## src/rtl/gpio_edge_pkg.sv

```systemverilog
`timescale 1ns/1ps
package gpio_edge_pkg;
   localparam int unsigned DFLT_BANKS  = 4;
   localparam int unsigned DFLT_BANK_W = 32;
   localparam int unsigned DFLT_SYNC   = 2;
   // wake-capable pins, bank 3 in the upper word down to bank 0 in the lower word
   localparam logic [127:0] DFLT_WAKE  = {32'h0012_007F, 32'hEC08_0000,
                                          32'h0020_01FC, 32'h8003_FE1B};

   function automatic int unsigned idx_width(input int unsigned n);
      return (n > 1) ? $clog2(n) : 1;
   endfunction
endpackage

```

## src/rtl/gpio_sync_bank.sv

```systemverilog
`timescale 1ns/1ps
module gpio_sync_bank #(
   parameter int unsigned W      = 32,
   parameter int unsigned STAGES = 2
) (
   input  logic         clk,
   input  logic         rst_n,
   input  logic [W-1:0] raw,
   output logic [W-1:0] lvl
);
   if (STAGES < 2) begin : g_bad_stages
      $error("gpio_sync_bank: STAGES must be at least 2");
   end
   if (W < 1) begin : g_bad_width
      $error("gpio_sync_bank: W must be positive");
   end

   logic [W-1:0] chain_q [STAGES];

   for (genvar s = 0; s < STAGES; s++) begin : g_stage
      if (s == 0) begin : g_first
         always_ff @(posedge clk or negedge rst_n) begin
            if (!rst_n) chain_q[s] <= '0;
            else        chain_q[s] <= raw;
         end
      end else begin : g_next
         always_ff @(posedge clk or negedge rst_n) begin
            if (!rst_n) chain_q[s] <= '0;
            else        chain_q[s] <= chain_q[s-1];
         end
      end
   end

   assign lvl = chain_q[STAGES-1];
endmodule

```

## src/rtl/gpio_edge_bank.sv

```systemverilog
`timescale 1ns/1ps
module gpio_edge_bank #(
   parameter int unsigned   W    = 32,
   parameter logic [W-1:0]  WAKE = '0
) (
   input  logic         clk,
   input  logic         rst_n,
   input  logic         armed,
   input  logic [W-1:0] lvl,
   input  logic [W-1:0] dir_out,
   input  logic [W-1:0] rise_en,
   input  logic [W-1:0] fall_en,
   input  logic         clr_hit,
   input  logic [W-1:0] clr_data,
   output logic [W-1:0] status,
   output logic         wake_any
);
   logic [W-1:0] prev_q;
   logic [W-1:0] status_q;
   logic [W-1:0] is_in;
   logic [W-1:0] rose;
   logic [W-1:0] fell;
   logic [W-1:0] set_v;
   logic [W-1:0] clr_v;

   always_comb begin
      is_in = ~dir_out;
      rose  = lvl & ~prev_q;
      fell  = ~lvl & prev_q;
      set_v = armed ? (((rose & rise_en) | (fell & fall_en)) & is_in) : '0;
      clr_v = clr_hit ? clr_data : '0;
   end

   always_ff @(posedge clk or negedge rst_n) begin
      if (!rst_n) begin
         prev_q   <= '0;
         status_q <= '0;
      end else begin
         prev_q   <= lvl;
         // new events override a clear of the same bit
         status_q <= (status_q & ~clr_v) | set_v;
      end
   end

   assign status   = status_q;
   assign wake_any = armed & (|((lvl ^ prev_q) & is_in & WAKE));

   // without a clear, no set bit drops
   a_r5_sticky: assert property (@(posedge clk) disable iff (!rst_n)
      !clr_hit |=> ((status_q & $past(status_q)) == $past(status_q)));

   // newly set bits belong to pins that were inputs
   a_r4_output_quiet: assert property (@(posedge clk) disable iff (!rst_n)
      1'b1 |=> ((status_q & ~$past(status_q) & $past(dir_out)) == '0));

   // a bit set while the level is high needs its rising enable
   a_r2_rise_enable: assert property (@(posedge clk) disable iff (!rst_n)
      1'b1 |=> ((status_q & ~$past(status_q) & $past(lvl) & ~$past(rise_en)) == '0));

   // a bit set while the level is low needs its falling enable
   a_r3_fall_enable: assert property (@(posedge clk) disable iff (!rst_n)
      1'b1 |=> ((status_q & ~$past(status_q) & ~$past(lvl) & ~$past(fall_en)) == '0));
endmodule

```

## src/rtl/gpio_irq_combine.sv

```systemverilog
`timescale 1ns/1ps
module gpio_irq_combine #(
   parameter int unsigned NB = 4,
   parameter int unsigned W  = 32,
   localparam int unsigned N = NB * W
) (
   input  logic          clk,
   input  logic          rst_n,
   input  logic [N-1:0]  status,
   input  logic [NB-1:0] wake_req,
   output logic          irq_pin0,
   output logic          irq_pin1,
   output logic          irq_rest,
   output logic          wake_pulse
);
   if (N < 3) begin : g_bad_size
      $error("gpio_irq_combine: at least three pins are needed");
   end

   logic rest_any;
   assign rest_any = |status[N-1:2];

   always_ff @(posedge clk or negedge rst_n) begin
      if (!rst_n) begin
         irq_pin0   <= 1'b0;
         irq_pin1   <= 1'b0;
         irq_rest   <= 1'b0;
         wake_pulse <= 1'b0;
      end else begin
         irq_pin0   <= status[0];
         irq_pin1   <= status[1];
         irq_rest   <= rest_any;
         wake_pulse <= |wake_req;
      end
   end

   // dedicated lines track their own bits one cycle later
   a_r7_pair_follow: assert property (@(posedge clk) disable iff (!rst_n)
      1'b1 |=> ((irq_pin0 == $past(status[0])) && (irq_pin1 == $past(status[1]))));

   // the shared line never rises while the other bits were all clear
   a_r8_rest_source: assert property (@(posedge clk) disable iff (!rst_n)
      $rose(irq_rest) |-> $past(status[N-1:2] != '0));

   // a wake pulse always traces back to a bank request
   a_r9_wake_source: assert property (@(posedge clk) disable iff (!rst_n)
      wake_pulse |-> $past(wake_req != '0));
endmodule

```

## src/rtl/gpio_edge_irq.sv

```systemverilog
`timescale 1ns/1ps
module gpio_edge_irq #(
   parameter int unsigned NUM_BANKS   = gpio_edge_pkg::DFLT_BANKS,
   parameter int unsigned BANK_W      = gpio_edge_pkg::DFLT_BANK_W,
   parameter int unsigned SYNC_STAGES = gpio_edge_pkg::DFLT_SYNC,
   parameter logic [NUM_BANKS*BANK_W-1:0] WAKE_MASK = gpio_edge_pkg::DFLT_WAKE,
   localparam int unsigned NPINS  = NUM_BANKS * BANK_W,
   localparam int unsigned BIDX_W = gpio_edge_pkg::idx_width(NUM_BANKS)
) (
   input  logic              clk,
   input  logic              rst_n,
   input  logic [NPINS-1:0]  pin_raw,
   input  logic [NPINS-1:0]  dir_out,
   input  logic [NPINS-1:0]  rise_en,
   input  logic [NPINS-1:0]  fall_en,
   input  logic              clr_valid,
   input  logic [BIDX_W-1:0] clr_bank,
   input  logic [BANK_W-1:0] clr_data,
   output logic [NPINS-1:0]  status,
   output logic              irq_pin0,
   output logic              irq_pin1,
   output logic              irq_rest,
   output logic              wake_pulse
);
   if (NUM_BANKS < 1) begin : g_bad_banks
      $error("gpio_edge_irq: NUM_BANKS must be positive");
   end

   // warm-up: detection waits until synchronizer and previous-level register hold real data
   logic [SYNC_STAGES:0] prime_q;
   logic                 armed;

   always_ff @(posedge clk or negedge rst_n) begin
      if (!rst_n) prime_q <= '0;
      else        prime_q <= {prime_q[SYNC_STAGES-1:0], 1'b1};
   end
   assign armed = prime_q[SYNC_STAGES];

   logic [NUM_BANKS-1:0] wake_req;

   for (genvar b = 0; b < NUM_BANKS; b++) begin : g_bank
      logic [BANK_W-1:0] lvl_b;
      logic              hit_b;

      assign hit_b = clr_valid && (clr_bank == BIDX_W'(b));

      gpio_sync_bank #(.W(BANK_W), .STAGES(SYNC_STAGES)) i_sync (
         .clk   (clk),
         .rst_n (rst_n),
         .raw   (pin_raw[b*BANK_W +: BANK_W]),
         .lvl   (lvl_b)
      );

      gpio_edge_bank #(.W(BANK_W), .WAKE(WAKE_MASK[b*BANK_W +: BANK_W])) i_edge (
         .clk      (clk),
         .rst_n    (rst_n),
         .armed    (armed),
         .lvl      (lvl_b),
         .dir_out  (dir_out[b*BANK_W +: BANK_W]),
         .rise_en  (rise_en[b*BANK_W +: BANK_W]),
         .fall_en  (fall_en[b*BANK_W +: BANK_W]),
         .clr_hit  (hit_b),
         .clr_data (clr_data),
         .status   (status[b*BANK_W +: BANK_W]),
         .wake_any (wake_req[b])
      );
   end

   gpio_irq_combine #(.NB(NUM_BANKS), .W(BANK_W)) i_comb (
      .clk        (clk),
      .rst_n      (rst_n),
      .status     (status),
      .wake_req   (wake_req),
      .irq_pin0   (irq_pin0),
      .irq_pin1   (irq_pin1),
      .irq_rest   (irq_rest),
      .wake_pulse (wake_pulse)
   );

   // nothing is recorded before the pipeline is primed
   a_r10_warmup_quiet: assert property (@(posedge clk) disable iff (!rst_n)
      !armed |-> ((status == '0) && !wake_pulse));

   // wake requests only arrive once armed
   a_r9_wake_armed: assert property (@(posedge clk) disable iff (!rst_n)
      (wake_req != '0) |-> armed);
endmodule

```

## config.mk

```make
export PLATFORM = sky130hd
export DESIGN_NAME = gpio_edge_irq
export DESIGN_NICKNAME = d
export VERILOG_FILES = /design/src/rtl/gpio_edge_pkg.sv /design/src/rtl/gpio_sync_bank.sv /design/src/rtl/gpio_edge_bank.sv /design/src/rtl/gpio_irq_combine.sv /design/src/rtl/gpio_edge_irq.sv
export SDC_FILE = /design/constraint.sdc
export NUM_CORES = 1
export LEC_CHECK = 0
export BUFFER_PORTS_ARGS = -buffer_cell sky130_fd_sc_hd__buf_2
export CORE_AREA = 2 2 263 265
export DETAILED_ROUTE_END_ITERATION = 10
export DIE_AREA = 0 0 265 267
export GPL_TIMING_DRIVEN = 0
export PLACE_DENSITY = 0.52
export SYNTH_ARGS = -nofsm -noshare
export SYNTH_HDL_FRONTEND = slang
export SYNTH_SLANG_ARGS = --single-unit
```

## constraint.sdc

```tcl
create_clock -name clk -period 2.9 [get_ports clk]
set_input_delay 0 -clock clk [delete_from_list [all_inputs] [get_ports clk]]
set_output_delay 0 -clock clk [all_outputs]
set_load 0.05 [all_outputs]
```

; ---- After elaboration in Yosys (flattened, before gate mapping)
; Cells that the tools add are included.
[word_totals]
regBits = 519
wordCells = 103
[op_classes]
n_eq_ne = 3
muxes = 8
n_bitwise = 60
n_reduce_logical = 11
[ops]
columns = cell, count
row1 = AND 32 bit, 26
row2 = NOT 32 bit, 16
row3 = two-way mux 32 bit, 8
row4 = bitwise OR 32 bit, 8
row5 = OR reduction 126 bit, 1
row6 = XOR 32 bit, 2
row7 = AND 22 bit, 1
row8 = XOR 22 bit, 1
row9 = AND 21 bit, 1
row10 = XOR 21 bit, 1
row11 = OR reduction 14 bit, 1
row12 = OR reduction 9 bit, 1
row13 = OR reduction 8 bit, 1
row14 = OR reduction 6 bit, 1
row15 = AND 1 bit, 4
row16 = == test 2 bit (second input constant), 2
row17 = logical AND 1 bit, 4
row18 = OR reduction 4 bit, 1
row19 = == test 2 x 1 -> 1 bit (second input constant), 1
row20 = zero test 2 bit, 1

; ---- Longest topological paths before layout
; Gate-level depths: netlist of the first run.
[depth]
word_depth = 7
mapped_depth = 6

; ---- By module
; From an unflattened synthesis of the first run, not the netlist that was laid out.
[hier_totals]
hier_cells = 1593
hier_area_um2 = 19874.1
[by_module_without_submodules]
columns = mod, n_inst, cells_per_inst, area_each_um2
row1 = gpio_sync_bank, 4, 96, 1841.8
row2 = gpio_edge_bank at g_bank[0].i_edge, 1, 302, 3140.5
row3 = gpio_edge_bank at g_bank[3].i_edge, 1, 288, 2980.4
row4 = gpio_edge_bank at g_bank[1].i_edge, 1, 284, 2975.4
row5 = gpio_edge_bank at g_bank[2].i_edge, 1, 279, 2916.5
row6 = gpio_irq_combine, 1, 48, 377.9
row7 = gpio_edge_irq, 1, 8, 116.4

; ---- Worst setup path before layout of the first run
; OpenSTA, ideal clock, no wires.
[synth_path]
kind = register to register
startpoint = register g_bank[2].i_edge.status_q[8]
endpoint = register i_comb.irq_rest
setup_time_ps = 129
arrival_time_ps = 1310
required_ps = 2771
path_slack_ps = 1461
stages_incl_launch_ff = 5
path_buffers = 0
synth_period_minus_slack_ps = 1439
cell_sequence = dfrtp_1 > nor4_1 > nand4_1 > nor4_1 > nand2_1
[synth_between]
elab_chain_len = 1
[synth_rtl]
columns = element, line_no
row1 = start: declaration, gpio_edge_bank.sv:19  ; logic [W-1:0] status_q;
row2 = start signal: assignment, gpio_edge_bank.sv:41  ; status_q <= (status_q & ~clr_v) | set_v;
row3 = OR reduction 126 bit, gpio_irq_combine.sv:21  ; assign rest_any = |status[N-1:2];
row4 = via i_comb.rest_any, gpio_irq_combine.sv:20  ; logic rest_any;
row5 = end signal: assignment, gpio_irq_combine.sv:32  ; irq_rest <= rest_any;
row6 = end: declaration, gpio_irq_combine.sv:13  ; output logic irq_rest,
; The timed path passes the listed nets, and every way through them passes these cells.

; ---- Worst setup path after layout of the first run
[layout_path]
startpoint = register prime_q[2]
endpoint = register g_bank[0].i_edge.status_q[22]
[layout_between]
elab_chain_len = 2
[layout_rtl]
columns = element, line_no
row1 = start: declaration, gpio_edge_irq.sv:30  ; logic [SYNC_STAGES:0] prime_q;
row2 = start signal: assignment, gpio_edge_irq.sv:35  ; else prime_q <= {prime_q[SYNC_STAGES-1:0], 1'b1};
row3 = two-way mux 32 bit, gpio_edge_bank.sv:30  ; set_v = armed ? (((rose & rise_en) | (fell & fall_en)) & is_in) : '0;
row4 = bitwise OR 32 bit, gpio_edge_bank.sv:41
row5 = end signal: assignment, gpio_edge_bank.sv:41
row6 = end: declaration, gpio_edge_bank.sv:19
; No other way between the ends.

==> results of run 1 <==
[cell usage in the layout (no fill, tap or decap), types with 37 or more instances in the layout]
cell	synthesis	layout
clkbuf_16	0	59
buf_2	16	695
ha_1	74	74
o21ai_0	91	91
nand3b_1	91	91
inv_1	202	202
dfrtp_1	519	519
a22o_1	37	37
a32o_1	128	128
nand2_1	221	221
dlygate4sd3_1	0	409
[timing repair]
item,4_1_cts,5_1_grt
hold endpoints to repair,560,1
setup endpoints to repair,0,1
gates resized for setup,0,1
hold buffers,409,1
[per-layer routing]
layer | part of all wire | wire length (µm) | track usage | vias to the layer above
li1 | - | - | - | 7418
met1 | 0.40 | 32080 | 0.2645 | 8232
met2 | 0.49 | 39770 | 0.3903 | 649
met3 | 0.066 | 5315 | 0.05268 | 188
met4 | 0.041 | 3273 | 0.09177 | 22
met5 | 0.0017 | 136 | 0 | -
[through the flow]
step                      worst slack [ns]  hold slack (ns)  setup TNS (ns)
final                               0.2991          0.03413               0
after CTS                         0.006448       0.00009109               0
after floorplan                      1.461          -0.2956               0
after detailed placement           0.01151          0.02270               0
after global routing                0.1559         0.005269               0
after global placement              -9.049           0.1085        -4644.12
[worst max-delay path by stage]
stage	slack, ns	to	cells past startpoint
finish	0.30	g_bank[0].i_edge.status[22]	4
global route	0.16	i_comb.irq_rest	4
CTS	0.006	i_comb.irq_rest	4
detailed placement	0.01	i_comb.irq_rest	4
global placement	-9.05	g_bank[2].i_sync.chain_q[38]	1
floorplan	1.46	i_comb.irq_rest	4
[kinds of logic (layout without fill, tap and decap cells)]
family,count (synthesis),after routing
AO/OA/AOI/OAI,275,275
adder cells (fa/ha/maj),74,74
buffers and inverters,230,1428
flip-flops,519,519
other,1,19
AND/OR/NAND/NOR,367,367
[flip-flops by register name, summed over array words and instances (netlist names), 3 cells and up]
| signal | count |
|---|---|
| g_bank.i_edge.prev_q | 128 |
| g_bank.i_sync.lvl | 128 |
| g_bank.i_sync.chain_q | 128 |
| g_bank.i_edge.status | 128 |
| prime_q | 3 |
[where the power goes]
group | switching (mW) | total [mW] | leakage, nW | internal (mW)
sequential | 0.633 | 8.55 | 6.07 | 7.91
clock | 3.07 | 7.40 | 0.932 | 4.33
combinational | 2.66 | 4.42 | 7.34 | 1.75
total | 6.37 | 20.4 | 14.3 | 14.0
[cell type report]
type | count | area share
sequential | 519 | 0.4399
clock inverter | 22 | 0.007756
multi-input combinational | 717 | 0.1682
inverter | 202 | 0.02568
tap | 882 | 0.03738
buffer | 28 | 0.004238
timing repair buffer | 1094 | 0.2590
clock buffer | 82 | 0.05633
antenna | 18 | 0.001526
==> impl_metrics.ini, run 1 <==
[cts]
path_clk_slew_ns = 0.06
postCtsSetupRepairBufs = 0
clkSinkCount = 519
h-tree-depth = 2
cts_tree = yes
cts_buffer_depth = 3
cts_buffers = 58
clock_latency_ns = 0.60
clockRootBuffer = clkbuf_16

[critical_path]
cp_max_fo = 10
crit_path_end_kind = flip-flop
slowest_delay_ns = 0.93
critPathSlowestCell = clkbuf_1
cp-startpoint = prime_q[2]
critPathRequiredTime_ns = 3.43
r2r_end = g_bank[0].i_edge.status[22]
rrSetupSlack_ns = 0.30
r2r-start = prime_q[2]
cp_data_arrival_time_ns = 3.13
critical_path.cell_chain = buf_2 -> clkbuf_1 -> a32o_1 -> dlygate4sd3_1
cpLargestDelayFamily = buffers and inverters
path_buf_inv = 3
critPathKind = reg -> reg
reg2reg_depth = 4
start_kind = flip-flop

[timing]
fmax_ghz = 0.3845
fin_crit_sh = 0.8968
setup_viol = 0
finalHoldViolCount = 0
period_minus_slack_ns = 2.601
maxSlewViolCount = 0
rsz0062_at_grt = no
tightestPinTransition_ns = 1.234
fin_skew_ns = 0.01748
slew_headroom = 0.1701

[placed_design]
gp_congestion = 0.9323
placed_area_mm2 = 0.02346
placed_cells = 3032
hpwl_mm = 60.75
place.port_buffers = 680

[synth]
synth_edf_count = 0
synth.top_cell.area_share = 0.6897
synth_simple_gate_area_share = 0.09821
yosys_warnings = 0
synth-seq-cells = 519
synth_top_family_by_area = compound AO/OA/AOI/OAI gates
ys_seq_area_frac = 0.6897
synth_area_mm2 = 0.01883
synthArstFlopShare = 1.000
yosys-top-cells-count = 519 x dfrtp_1, 221 x nand2_1, 202 x inv_1
synthTopCellsByArea = dfrtp_1 69%, a32o_1 6.8%, ha_1 4.9%, nand2_1 4.4%, inv_1 4.0%
synth_ff_type = dfrtp_1
synthesis.nets = 2089
yosys.area.top_type = dfrtp_1
avgSynthCellArea_um2 = 12.84
synth.most_common_cell = dfrtp_1
syn_inst = 1466
ys_types = 22
synthAdderAreaFrac = 0.04917
synth_mux_area_frac = 0
synth_compound_area_frac = 0.1158
synthXorXnorAreaFrac = 0

[routing]
first_iter_violations = 1008
num_vias = 16510
antenna_left = 0
route.detailed.wl_per_inst_um = 22.61
viasPerCell = 4.632
wl_mm = 80.58
first_pass_iters = 5
post-route-drc-count = 0

[layout]
fillers = 6459
fin_nets = 3243
seqCellArea_mm2 = 0.01299
multi_input_area_mm2 = 0.004966
final_design_area_no_fill_mm2 = 0.02952
final_cells = 3564
final_util = 0.4342
drive_gt1_frac = 0.2980
area_growth_pct = 56.78

[power]
power_leakage_nw = 14.34
peakVddDrop_mv = 0.4565
power_density_mw_per_mm2 = 689.9
totalPowerFinal_mw = 20.37

[worst_hold_path]
worst_hold_path.endpoint = g_bank[0].i_sync.chain_q[39]
hold_path_depth = 2
worstHoldStart = pin_raw[7]
hold_path.class = in -> reg

[global_routing]
grt_pass1_wl_mm = 115.3
grt.overflow.total = 0
antenna_found_initial = 25
grt_max_degree = 120
grt_usage = 0.2236
grt_pass1_vias = 18080

[job]
cap_violations = 0

[floorplan]
initial_core_util = 0.2770
dieArea_mm2 = 0.07076
ios = 681
coreArea_mm2 = 0.06799
rows = 96
die_y_um = 267
fp.dieW_um = 265

[run_status]
status = completed
Note: power is estimated with default switching activity, not from simulation.
==> inputs of run 2 (changes only) <==
Settings changed: BUFFER_PORTS_ARGS -buffer_cell sky130_fd_sc_hd__buf_2 to not set, DONT_BUFFER_PORTS set to 1, PLACE_DENSITY 0.52 to 0.45, SETUP_SLACK_MARGIN set to 0.3.
Clock period 2.9 ns to 2.25 ns, I/O delays scaled along.
==> impl_metrics.ini, run 2 <==
[run_status]
status = stopped before the end
haltStage = clock tree synthesis (4_1_cts)
error = [ERROR RSZ-0060] Max buffer count reached.

[cts]
cts_buffer_depth = 3
h-tree-depth = 2
cts_buffers = 58
holdBufCountCts = 492
clkSinkCount = 519
cts.repair.resized = 37
clockRootBuffer = clkbuf_16
postCtsSetupRepairBufs = 0

[floorplan]
rows = 96
ios = 681
initial_core_util = 0.2770
fp.dieW_um = 265
die_y_um = 267

[synth]
avgSynthCellArea_um2 = 12.84
synth_area_mm2 = 0.01883
yosys_warnings = 0
syn_inst = 1466
yosys.area.top_type = dfrtp_1
synth_edf_count = 0
synthArstFlopShare = 1.000
synthesis.nets = 2089
yosys-top-cells-count = 519 x dfrtp_1, 221 x nand2_1, 202 x inv_1
synth.most_common_cell = dfrtp_1
ys_types = 22
ys_seq_area_frac = 0.6897
synth-seq-cells = 519
synth_ff_type = dfrtp_1
synth.top_cell.area_share = 0.6897
synthTopCellsByArea = dfrtp_1 69%, a32o_1 6.8%, ha_1 4.9%, nand2_1 4.4%, inv_1 4.0%

[placed_design]
hpwl_mm = 57.39
place.port_buffers = 0
placed_cells = 2348
gp_congestion = 0.8618
dp_worst_setup_slack_ns = -1.057
==> run 2: cells by family after synthesis <==
logic type               Yosys count  share of synthesized area
AND/OR/NAND/NOR                  367                    0.09821
AO/OA/AOI/OAI                    275                     0.1158
buffers and inverters            230                    0.04691
other                              1                  0.0001991
flip-flops                       519                     0.6897
adder cells (fa/ha/maj)           74                    0.04917
==> run 2: metrics by stage <==
step	cell area, µm²	util
2_1_floorplan	18830	-
3_3_place_gp	19930	0.2932
3_5_place_dp	19930	0.2932
==> inputs of run 3 (changes only) <==
Settings changed: CORE_AREA 2 2 263 265 to 2 2 262 264, DIE_AREA 0 0 265 267 to 0 0 264 266, PLACE_DENSITY 0.45 to not set, PLACE_DENSITY_LB_ADDON set to 0.15, SETUP_SLACK_MARGIN 0.3 to not set.
Clock period 2.25 ns to 2.9 ns, I/O delays scaled along.
==> impl_metrics.ini, run 3 <==
[run_status]
status = stopped before the end
haltStage = clock tree synthesis (4_1_cts)
error = [ERROR RSZ-0060] Max buffer count reached.

[placed_design]
hpwl_mm = 57.35
placed_cells = 2348
gp_congestion = 0.8669
place.port_buffers = 0

[synth]
avgSynthCellArea_um2 = 12.84
synthXorXnorAreaFrac = 0
synthesis.nets = 2089
yosys.area.top_type = dfrtp_1
synthAdderAreaFrac = 0.04917
synth_top_family_by_area = compound AO/OA/AOI/OAI gates
yosys_warnings = 0
ys_types = 22
synth_simple_gate_area_share = 0.09821
synthTopCellsByArea = dfrtp_1 69%, a32o_1 6.8%, ha_1 4.9%, nand2_1 4.4%, inv_1 4.0%
synth_ff_type = dfrtp_1
synth.top_cell.area_share = 0.6897
synth.most_common_cell = dfrtp_1
synth_area_mm2 = 0.01883
synth_compound_area_frac = 0.1158
synthArstFlopShare = 1.000
yosys-top-cells-count = 519 x dfrtp_1, 221 x nand2_1, 202 x inv_1
synth-seq-cells = 519
synth_edf_count = 0
syn_inst = 1466
synth_mux_area_frac = 0
ys_seq_area_frac = 0.6897

[cts]
postCtsSetupRepairBufs = 0
holdBufCountCts = 491
h-tree-depth = 2
cts.repair.resized = 1
clockRootBuffer = clkbuf_16
clkSinkCount = 519
cts_buffer_depth = 3
cts_buffers = 56

[floorplan]
rows = 96
ios = 681
initial_core_util = 0.2780
fp.dieW_um = 264
die_y_um = 266
-- run 3: cell counts after synthesis --
Identical to the previous run, type by type.
-- run 3: per-stage QoR --
step           area [µm²]  worst slack [ns]
3_3_place_gp        19930           -0.1273
2_1_floorplan       18830             1.461
3_5_place_dp        19930           -0.1601
-- run 3: kinds of logic after synthesis --
family,count (synthesis)
DFF,519
and+or+nand+nor,367
AOI/OAI and AO/OA,275
buffers and inverters,230
adders and majority gates,74
other,1
